<file path="src/rtl/adcl_pkg.sv">
package adcl_pkg;

  typedef enum logic [1:0] {
    PH_IDLE,
    PH_CMD,
    PH_WAIT,
    PH_READ
  } adcl_phase_e;

  localparam int CMD_BITS = 8;
  localparam int RD_BITS  = 16;
  localparam int RES_BITS = 12;
  localparam int CH_W     = 3;

  // start bit, channel, single-ended, unipolar, external clock mode
  function automatic logic [CMD_BITS-1:0] build_cmd(input logic [CH_W-1:0] ch);
    return {1'b1, ch, 1'b1, 1'b1, 2'b11};
  endfunction

endpackage

</file>
<file path="src/rtl/adcl_tick_gen.sv">
module adcl_tick_gen #(
  parameter int DIV_HALF = 25
) (
  input  logic clk,
  input  logic rst_n,
  input  logic run,
  output logic tick
);

  localparam int CW = (DIV_HALF > 1) ? $clog2(DIV_HALF) : 1;
  localparam logic [CW-1:0] LAST = CW'(DIV_HALF - 1);

  logic [CW-1:0] cnt;

  always_ff @(posedge clk or negedge rst_n) begin
    if (!rst_n) begin
      cnt <= '0;
    end else if (!run || cnt == LAST) begin
      cnt <= '0;
    end else begin
      cnt <= cnt + CW'(1);
    end
  end

  assign tick = run && (cnt == LAST);

  generate
    if (DIV_HALF > 1) begin : g_gap

      tick_gap_chk: assert property (@(posedge clk) disable iff (!rst_n)
        tick |=> !tick);
    end
  endgenerate

endmodule

</file>
<file path="src/rtl/adcl_bit_engine.sv">
module adcl_bit_engine #(
  parameter int WORD_W = 16,
  localparam int CNT_W = $clog2(WORD_W + 1)
) (
  input  logic              clk,
  input  logic              rst_n,
  input  logic              load,
  input  logic [WORD_W-1:0] load_word,
  input  logic [CNT_W-1:0]  load_len,
  input  logic              tick,
  input  logic              sdi,
  output logic              sclk,
  output logic              sdo,
  output logic              active,
  output logic              done,
  output logic [WORD_W-1:0] rx_word
);

  logic [WORD_W-1:0] tx_q;
  logic [CNT_W-1:0]  left_q;

  always_ff @(posedge clk or negedge rst_n) begin
    if (!rst_n) begin
      tx_q    <= '0;
      rx_word <= '0;
      left_q  <= '0;
      active  <= 1'b0;
      sclk    <= 1'b0;
      done    <= 1'b0;
    end else begin
      done <= 1'b0;
      if (load) begin
        tx_q    <= load_word;
        rx_word <= '0;
        left_q  <= load_len;
        active  <= 1'b1;
        sclk    <= 1'b0;
      end else if (active && tick) begin
        if (!sclk) begin
          sclk    <= 1'b1;
          rx_word <= {rx_word[WORD_W-2:0], sdi};
        end else begin
          sclk   <= 1'b0;
          tx_q   <= {tx_q[WORD_W-2:0], 1'b0};
          left_q <= left_q - CNT_W'(1);
          if (left_q == CNT_W'(1)) begin
            active <= 1'b0;
            done   <= 1'b1;
          end
        end
      end
    end
  end

  assign sdo = active && tx_q[WORD_W-1];


  sclk_hold_chk: assert property (@(posedge clk) disable iff (!rst_n)
    (!tick && !load) |=> $stable(sclk));


  sclk_idle_chk: assert property (@(posedge clk) disable iff (!rst_n)
    !active |-> !sclk);

endmodule

</file>
<file path="src/rtl/adcl_ctrl.sv">
module adcl_ctrl
  import adcl_pkg::*;
#(
  parameter int TIMEOUT_CYC = 1000,
  parameter int NCHAN       = 6,
  localparam int LEN_W      = $clog2(RD_BITS + 1)
) (
  input  logic                clk,
  input  logic                rst_n,
  input  logic                start,
  input  logic [CH_W-1:0]     chan_sel,
  input  logic                eoc,
  input  logic                eng_done,
  input  logic [RD_BITS-1:0]  rx_word,
  output logic                eng_load,
  output logic [RD_BITS-1:0]  eng_word,
  output logic [LEN_W-1:0]    eng_len,
  output logic                cs_n,
  output logic                ready,
  output logic                wr_stb,
  output logic [RES_BITS-1:0] sample
);

  localparam int TW = $clog2(TIMEOUT_CYC + 1);
  localparam logic [TW-1:0]   TLAST    = TW'(TIMEOUT_CYC - 1);
  localparam logic [CH_W:0]   CH_LIMIT = (CH_W + 1)'(NCHAN);

  adcl_phase_e   state;
  logic [TW-1:0] wait_cnt;
  logic          accept;
  logic          eoc_go;

  assign accept = (state == PH_IDLE) && start && ({1'b0, chan_sel} < CH_LIMIT);
  assign eoc_go = (state == PH_WAIT) && eoc;

  assign eng_load = accept || eoc_go;
  assign eng_word = accept ? {build_cmd(chan_sel), {(RD_BITS - CMD_BITS){1'b0}}} : '0;
  assign eng_len  = accept ? LEN_W'(CMD_BITS) : LEN_W'(RD_BITS);

  always_ff @(posedge clk or negedge rst_n) begin
    if (!rst_n) begin
      state    <= PH_IDLE;
      wait_cnt <= '0;
      cs_n     <= 1'b1;
      ready    <= 1'b1;
      wr_stb   <= 1'b0;
      sample   <= '0;
    end else begin
      wr_stb <= 1'b0;
      unique case (state)
        PH_IDLE: begin
          if (accept) begin
            state <= PH_CMD;
            cs_n  <= 1'b0;
            ready <= 1'b0;
          end
        end
        PH_CMD: begin
          if (eng_done) begin
            state    <= PH_WAIT;
            wait_cnt <= '0;
          end
        end
        PH_WAIT: begin
          if (eoc) begin
            state <= PH_READ;
          end else if (wait_cnt == TLAST) begin
            state <= PH_IDLE;
            cs_n  <= 1'b1;
            ready <= 1'b1;
          end else begin
            wait_cnt <= wait_cnt + TW'(1);
          end
        end
        PH_READ: begin
          if (eng_done) begin
            state  <= PH_IDLE;
            sample <= rx_word[RD_BITS-1 -: RES_BITS];
            wr_stb <= 1'b1;
            ready  <= 1'b1;
            cs_n   <= 1'b1;
          end
        end
        default: state <= PH_IDLE;
      endcase
    end
  end


  wr_ready_chk: assert property (@(posedge clk) disable iff (!rst_n)
    wr_stb |-> (ready && cs_n));


  wr_single_chk: assert property (@(posedge clk) disable iff (!rst_n)
    wr_stb |=> !wr_stb);


  bad_chan_chk: assert property (@(posedge clk) disable iff (!rst_n)
    (ready && start && ({1'b0, chan_sel} >= CH_LIMIT)) |=> (ready && cs_n));


  wait_bound_chk: assert property (@(posedge clk) disable iff (!rst_n)
    (state == PH_WAIT) |-> (wait_cnt <= TLAST));


  busy_start_chk: assert property (@(posedge clk) disable iff (!rst_n)
    ((state == PH_CMD) && !eng_done) |=> (state == PH_CMD || state == PH_WAIT));

endmodule

</file>
<file path="src/rtl/adc_serial_link.sv">
module adc_serial_link
  import adcl_pkg::*;
#(
  parameter int DIV_HALF    = 25,
  parameter int TIMEOUT_CYC = 1000,
  parameter int NCHAN       = 6
) (
  input  logic                clk,
  input  logic                rst_n,
  input  logic                start,
  input  logic [CH_W-1:0]     chan_sel,
  input  logic                eoc,
  input  logic                adc_sdi,
  output logic                adc_cs_n,
  output logic                adc_sclk,
  output logic                adc_sdo,
  output logic [RES_BITS-1:0] sample,
  output logic                wr_stb,
  output logic                ready
);

  localparam int LEN_W = $clog2(RD_BITS + 1);

  logic               tick;
  logic               eng_active;
  logic               eng_done;
  logic               eng_load;
  logic [RD_BITS-1:0] eng_word;
  logic [LEN_W-1:0]   eng_len;
  logic [RD_BITS-1:0] rx_word;

  adcl_tick_gen #(.DIV_HALF(DIV_HALF)) u_tick (
    .clk   (clk),
    .rst_n (rst_n),
    .run   (eng_active),
    .tick  (tick)
  );

  adcl_bit_engine #(.WORD_W(RD_BITS)) u_eng (
    .clk       (clk),
    .rst_n     (rst_n),
    .load      (eng_load),
    .load_word (eng_word),
    .load_len  (eng_len),
    .tick      (tick),
    .sdi       (adc_sdi),
    .sclk      (adc_sclk),
    .sdo       (adc_sdo),
    .active    (eng_active),
    .done      (eng_done),
    .rx_word   (rx_word)
  );

  adcl_ctrl #(.TIMEOUT_CYC(TIMEOUT_CYC), .NCHAN(NCHAN)) u_ctrl (
    .clk      (clk),
    .rst_n    (rst_n),
    .start    (start),
    .chan_sel (chan_sel),
    .eoc      (eoc),
    .eng_done (eng_done),
    .rx_word  (rx_word),
    .eng_load (eng_load),
    .eng_word (eng_word),
    .eng_len  (eng_len),
    .cs_n     (adc_cs_n),
    .ready    (ready),
    .wr_stb   (wr_stb),
    .sample   (sample)
  );


  cs_sclk_chk: assert property (@(posedge clk) disable iff (!rst_n)
    adc_cs_n |-> !adc_sclk);


  sample_hold_chk: assert property (@(posedge clk) disable iff (!rst_n)
    !wr_stb |-> $stable(sample));

endmodule

</file>
<file path="config.mk">
export PLATFORM = sky130hd
export DESIGN_NAME = adc_serial_link
export DESIGN_NICKNAME = d
export VERILOG_FILES = /design/src/rtl/adcl_pkg.sv /design/src/rtl/adcl_tick_gen.sv /design/src/rtl/adcl_bit_engine.sv /design/src/rtl/adcl_ctrl.sv /design/src/rtl/adc_serial_link.sv
export SDC_FILE = /design/constraint.sdc
export NUM_CORES = 1
export LEC_CHECK = 0
export BUFFER_PORTS_ARGS = -buffer_cell sky130_fd_sc_hd__buf_2
export CELL_PAD_IN_SITES_DETAIL_PLACEMENT = 0
export CELL_PAD_IN_SITES_GLOBAL_PLACEMENT = 1
export CORE_MARGIN = 5
export CORE_UTILIZATION = 51
export CTS_CLUSTER_SIZE = 30
export DETAILED_ROUTE_END_ITERATION = 6
export GPL_ROUTABILITY_DRIVEN = 0
export PLACE_DENSITY = 0.88
export SKIP_CTS_REPAIR_TIMING = 1
export SLEW_MARGIN = 20
export SYNTH_ARGS = -nofsm -noshare
export SYNTH_HDL_FRONTEND = slang
export SYNTH_SLANG_ARGS = --single-unit
</file>
<file path="constraint.sdc">
create_clock -name clk -period 5.3 [get_ports clk]
set_clock_uncertainty 0.1 [all_clocks]
set_input_delay 0 -clock clk [delete_from_list [all_inputs] [get_ports clk]]
set_output_delay 0 -clock clk [all_outputs]
set_load 0.01 [all_outputs]
</file>
==> results.toml <==
[outcome]
outcome = "completed"

[route]
wirelength_mm = 5.629
firstDrtPassIters = 5
via_per_inst = 5.695
wl_per_cell_um = 15.77
num_vias = 2033
drc = 0
drt_first_iter_violations = 159
antenna_left = 0

[critical_path]
cp.required_ns = 5.45
max_stage_delay_ns = 0.58
worst_r2r_path_depth = 4
path_buf_inv = 0
worstPathArrival_ns = 2.34
slowest_stage = "nor2b_1"
path_max_fanout = 11
rr_endpoint = "u_eng.left_q[4]"
setup.worst_path.class = "flip-flop to flip-flop"
crit_path_start_kind = "flip-flop"
crit_chain = "nor2b_1, nand2_1, a41o_1, a211oi_1"
rrSetupSlack_ns = 3.11
reg2reg_from = "u_ctrl.state[1]"
crit_family = "simple AND/OR/NAND/NOR gates"
endpoint_kind = "flip-flop"

[sta]
final-max-slew-violation-count = 0
relSlewSlack_pct = 48.04
worst_slack_ns = 3.106
fmax_ghz = 0.4558
layout_min_cycle_time_ns = 2.194
worstMarginPinSlew_ns = 0.7794
min_period_over_period_pct = 41.40
setup_tns_ns = 0
hold_viol = 0
setup_violations = 0
rsz0062_at_grt = "false"

[place]
dp.cells = 335
hpwl_mm = 3.702
placed_cell_area_um2 = 3045
port_buffers = 24
dpl_worst_slack_ns = 3.153

[die]
rows = 27
core_region_area_um2 = 5507
start_util_pct = 52.49
die_x_um = 85.28
die_area_um2 = 7273
io_pins = 25
fp.dieH_um = 85.28

[layout]
diodes = 0
final_cell_mix = "dfrtp_1 (62), buf_2 (24), a22o_1 (16)"
stdcell_area_um2 = 3354
regArea_um2 = 1578
nets = 293
multi_input_area_um2 = 1210
final_common_cell = "dfrtp_1"
post-route-util_pct = 60.92
final_cells = 357
drive_gt1_share_pct = 22.81
area_growth_pct = 16.06
fillers = 468

[power]
powerDensity_nw_per_um2 = 378.1
p_leak_nw = 1.623
vdd_drop_max_uv = 246.7

[global_routing]
grt_usage_pct = 17.00
grt_pass1_wl_mm = 9.839
antenna_found_initial = 0
overflow = 0
first_global_vias = 2064
grt_max_degree = 64

[synthesis]
synth_top_area_cell = "dfrtp_1"
yosysTopAreaCellShare_pct = 53.68
synth_fp_nets = 261
synth_area_um2 = 2890
synthFlopType = "dfrtp_1"
synthDistinctLibCells = 56
ys_ff_latch = 63
yosysWarningCount = 0
seq_area_frac_synth_pct = 54.59
synthArstFlopShare_pct = 100.0
synth_edf_count = 0
syn-mean-instance-area_um2 = 11.65
synthTopCellsByArea = "dfrtp_1 (54%), mux2_2 (5.1%), a22o_1 (4.8%)"
syn_inst = 248

[worst_hold_path]
whs_endpoint = "u_eng.tx_q[13]"
holdPathStages = 5
hold_class = "primary input to flip-flop"
hp-start = "start"

[clocking]
cts_buffer_depth = 2
worstSkewPairLatency_ns = 0.34
cts_inserted_buffers = 9
cts_tree = "built"
ctsRootBufferMaster = "clkbuf_8"
path_clk_slew_ns = 0.08
cts_num_sinks = 63
cts_htree_levels = 3

[job]
drv_cap = 0
-- cells in the mapped netlist (2+ instances only) --
cell,number
nor2_1,12
ha_1,5
o21ai_1,2
nand4_1,4
xor2_1,3
buf_4,3
o21ai_0,8
and2_1,2
inv_1,11
nand2b_1,2
a211oi_1,5
xnor2_1,3
o211ai_1,6
and3_1,4
o21a_1,2
nand3_1,9
a31oi_1,3
nand2_1,11
nor4_1,2
nor3_1,4
nor2b_1,3
mux2_2,13
mux2i_1,3
a21oi_1,14
nor3b_1,2
buf_2,5
a22o_1,16
dfrtp_1,62
a21o_1,2
-- power by group --
part	switching (W)	internal, W	total, W
registers	0.0000622	0.000537	0.000599
clock network	0.000197	0.000314	0.000511
logic	0.0000846	0.0000739	0.000159
total	0.000344	0.000924	0.00127
-- final cells by class --
type	count	share of cell area, %
Sequential cell	63	47.03
Multi-Input combinational cell	163	36.07
Timing Repair Buffer	31	5.595
Clock buffer	9	3.693
Clock inverter	7	3.581
Tap cell	72	2.686
Inverter	12	1.343
-- how the worst max path moves through the flow --
stage | startpoint | end | slack, ns | cells past startpoint
final | u_ctrl.state[1] | u_eng.left_q[4] | 3.11 | 4
after global routing | u_ctrl.state[1] | u_eng.left_q[4] | 3.01 | 4
after global placement | u_ctrl.state[0] | u_eng.left_q[4] | 3.25 | 4
after CTS | u_ctrl.state[1] | u_eng.left_q[4] | 3.17 | 4
after detailed placement | u_ctrl.state[1] | u_eng.left_q[4] | 3.15 | 4
after floorplan | u_tick.cnt[0] | u_eng.rx_word[0] | 3.44 | 7
-- worst register-to-register path, delay by kind of cell, from the launching register on --
| family | cells | cell delay, ns |
|---|---|---|
| DFF | 1 | 0.56 |
| and+or+nand+nor | 2 | 0.91 |
| AOI/OAI and AO/OA | 2 | 0.54 |
-- routing by layer --
metal / routed length, um / GRT usage (%)
met3: 183 / 4.854
met5: 0 / 0
met4: 84 / 6.475
met2: 2577 / 25.49
met1: 2784 / 23.38
-- cell families after synthesis --
group                      Yosys count  synth area share, %
AOI/OAI and AO/OA                   74                19.52
DFF                                 63                54.59
and+or+nand+nor                     62                12.08
buffers and inverters               22                3.722
muxes                               16                6.104
xor gates and xnor gates             6                1.819
adders and majority gates            5                2.165
-- per-stage QoR --
stage / power (W) / hold WS [ns]
6_report: 0.001268 / 0.1640
5_1_grt: 0.001335 / 0.1931
4_1_cts: 0.001277 / -0.2541
3_5_place_dp: 0.0007633 / 0.1148
3_3_place_gp: 0.0007564 / 0.1116
2_1_floorplan: 0.0007131 / -0.3956
-- flip-flops by register name, indices dropped and copies added, names as in the netlist --
register,cells
u_eng.sclk,1
u_eng.rx_word,16
u_eng.tx_q,8
u_eng.left_q,5
u_tick.cnt,5
u_eng.active,1
u_eng.done,1
u_ctrl.wait_cnt,10
u_ctrl.state,2
u_ctrl.wr_stb,1
u_ctrl.sample,12
u_ctrl.cs_n,1
(Power assumes the default switching activity.)
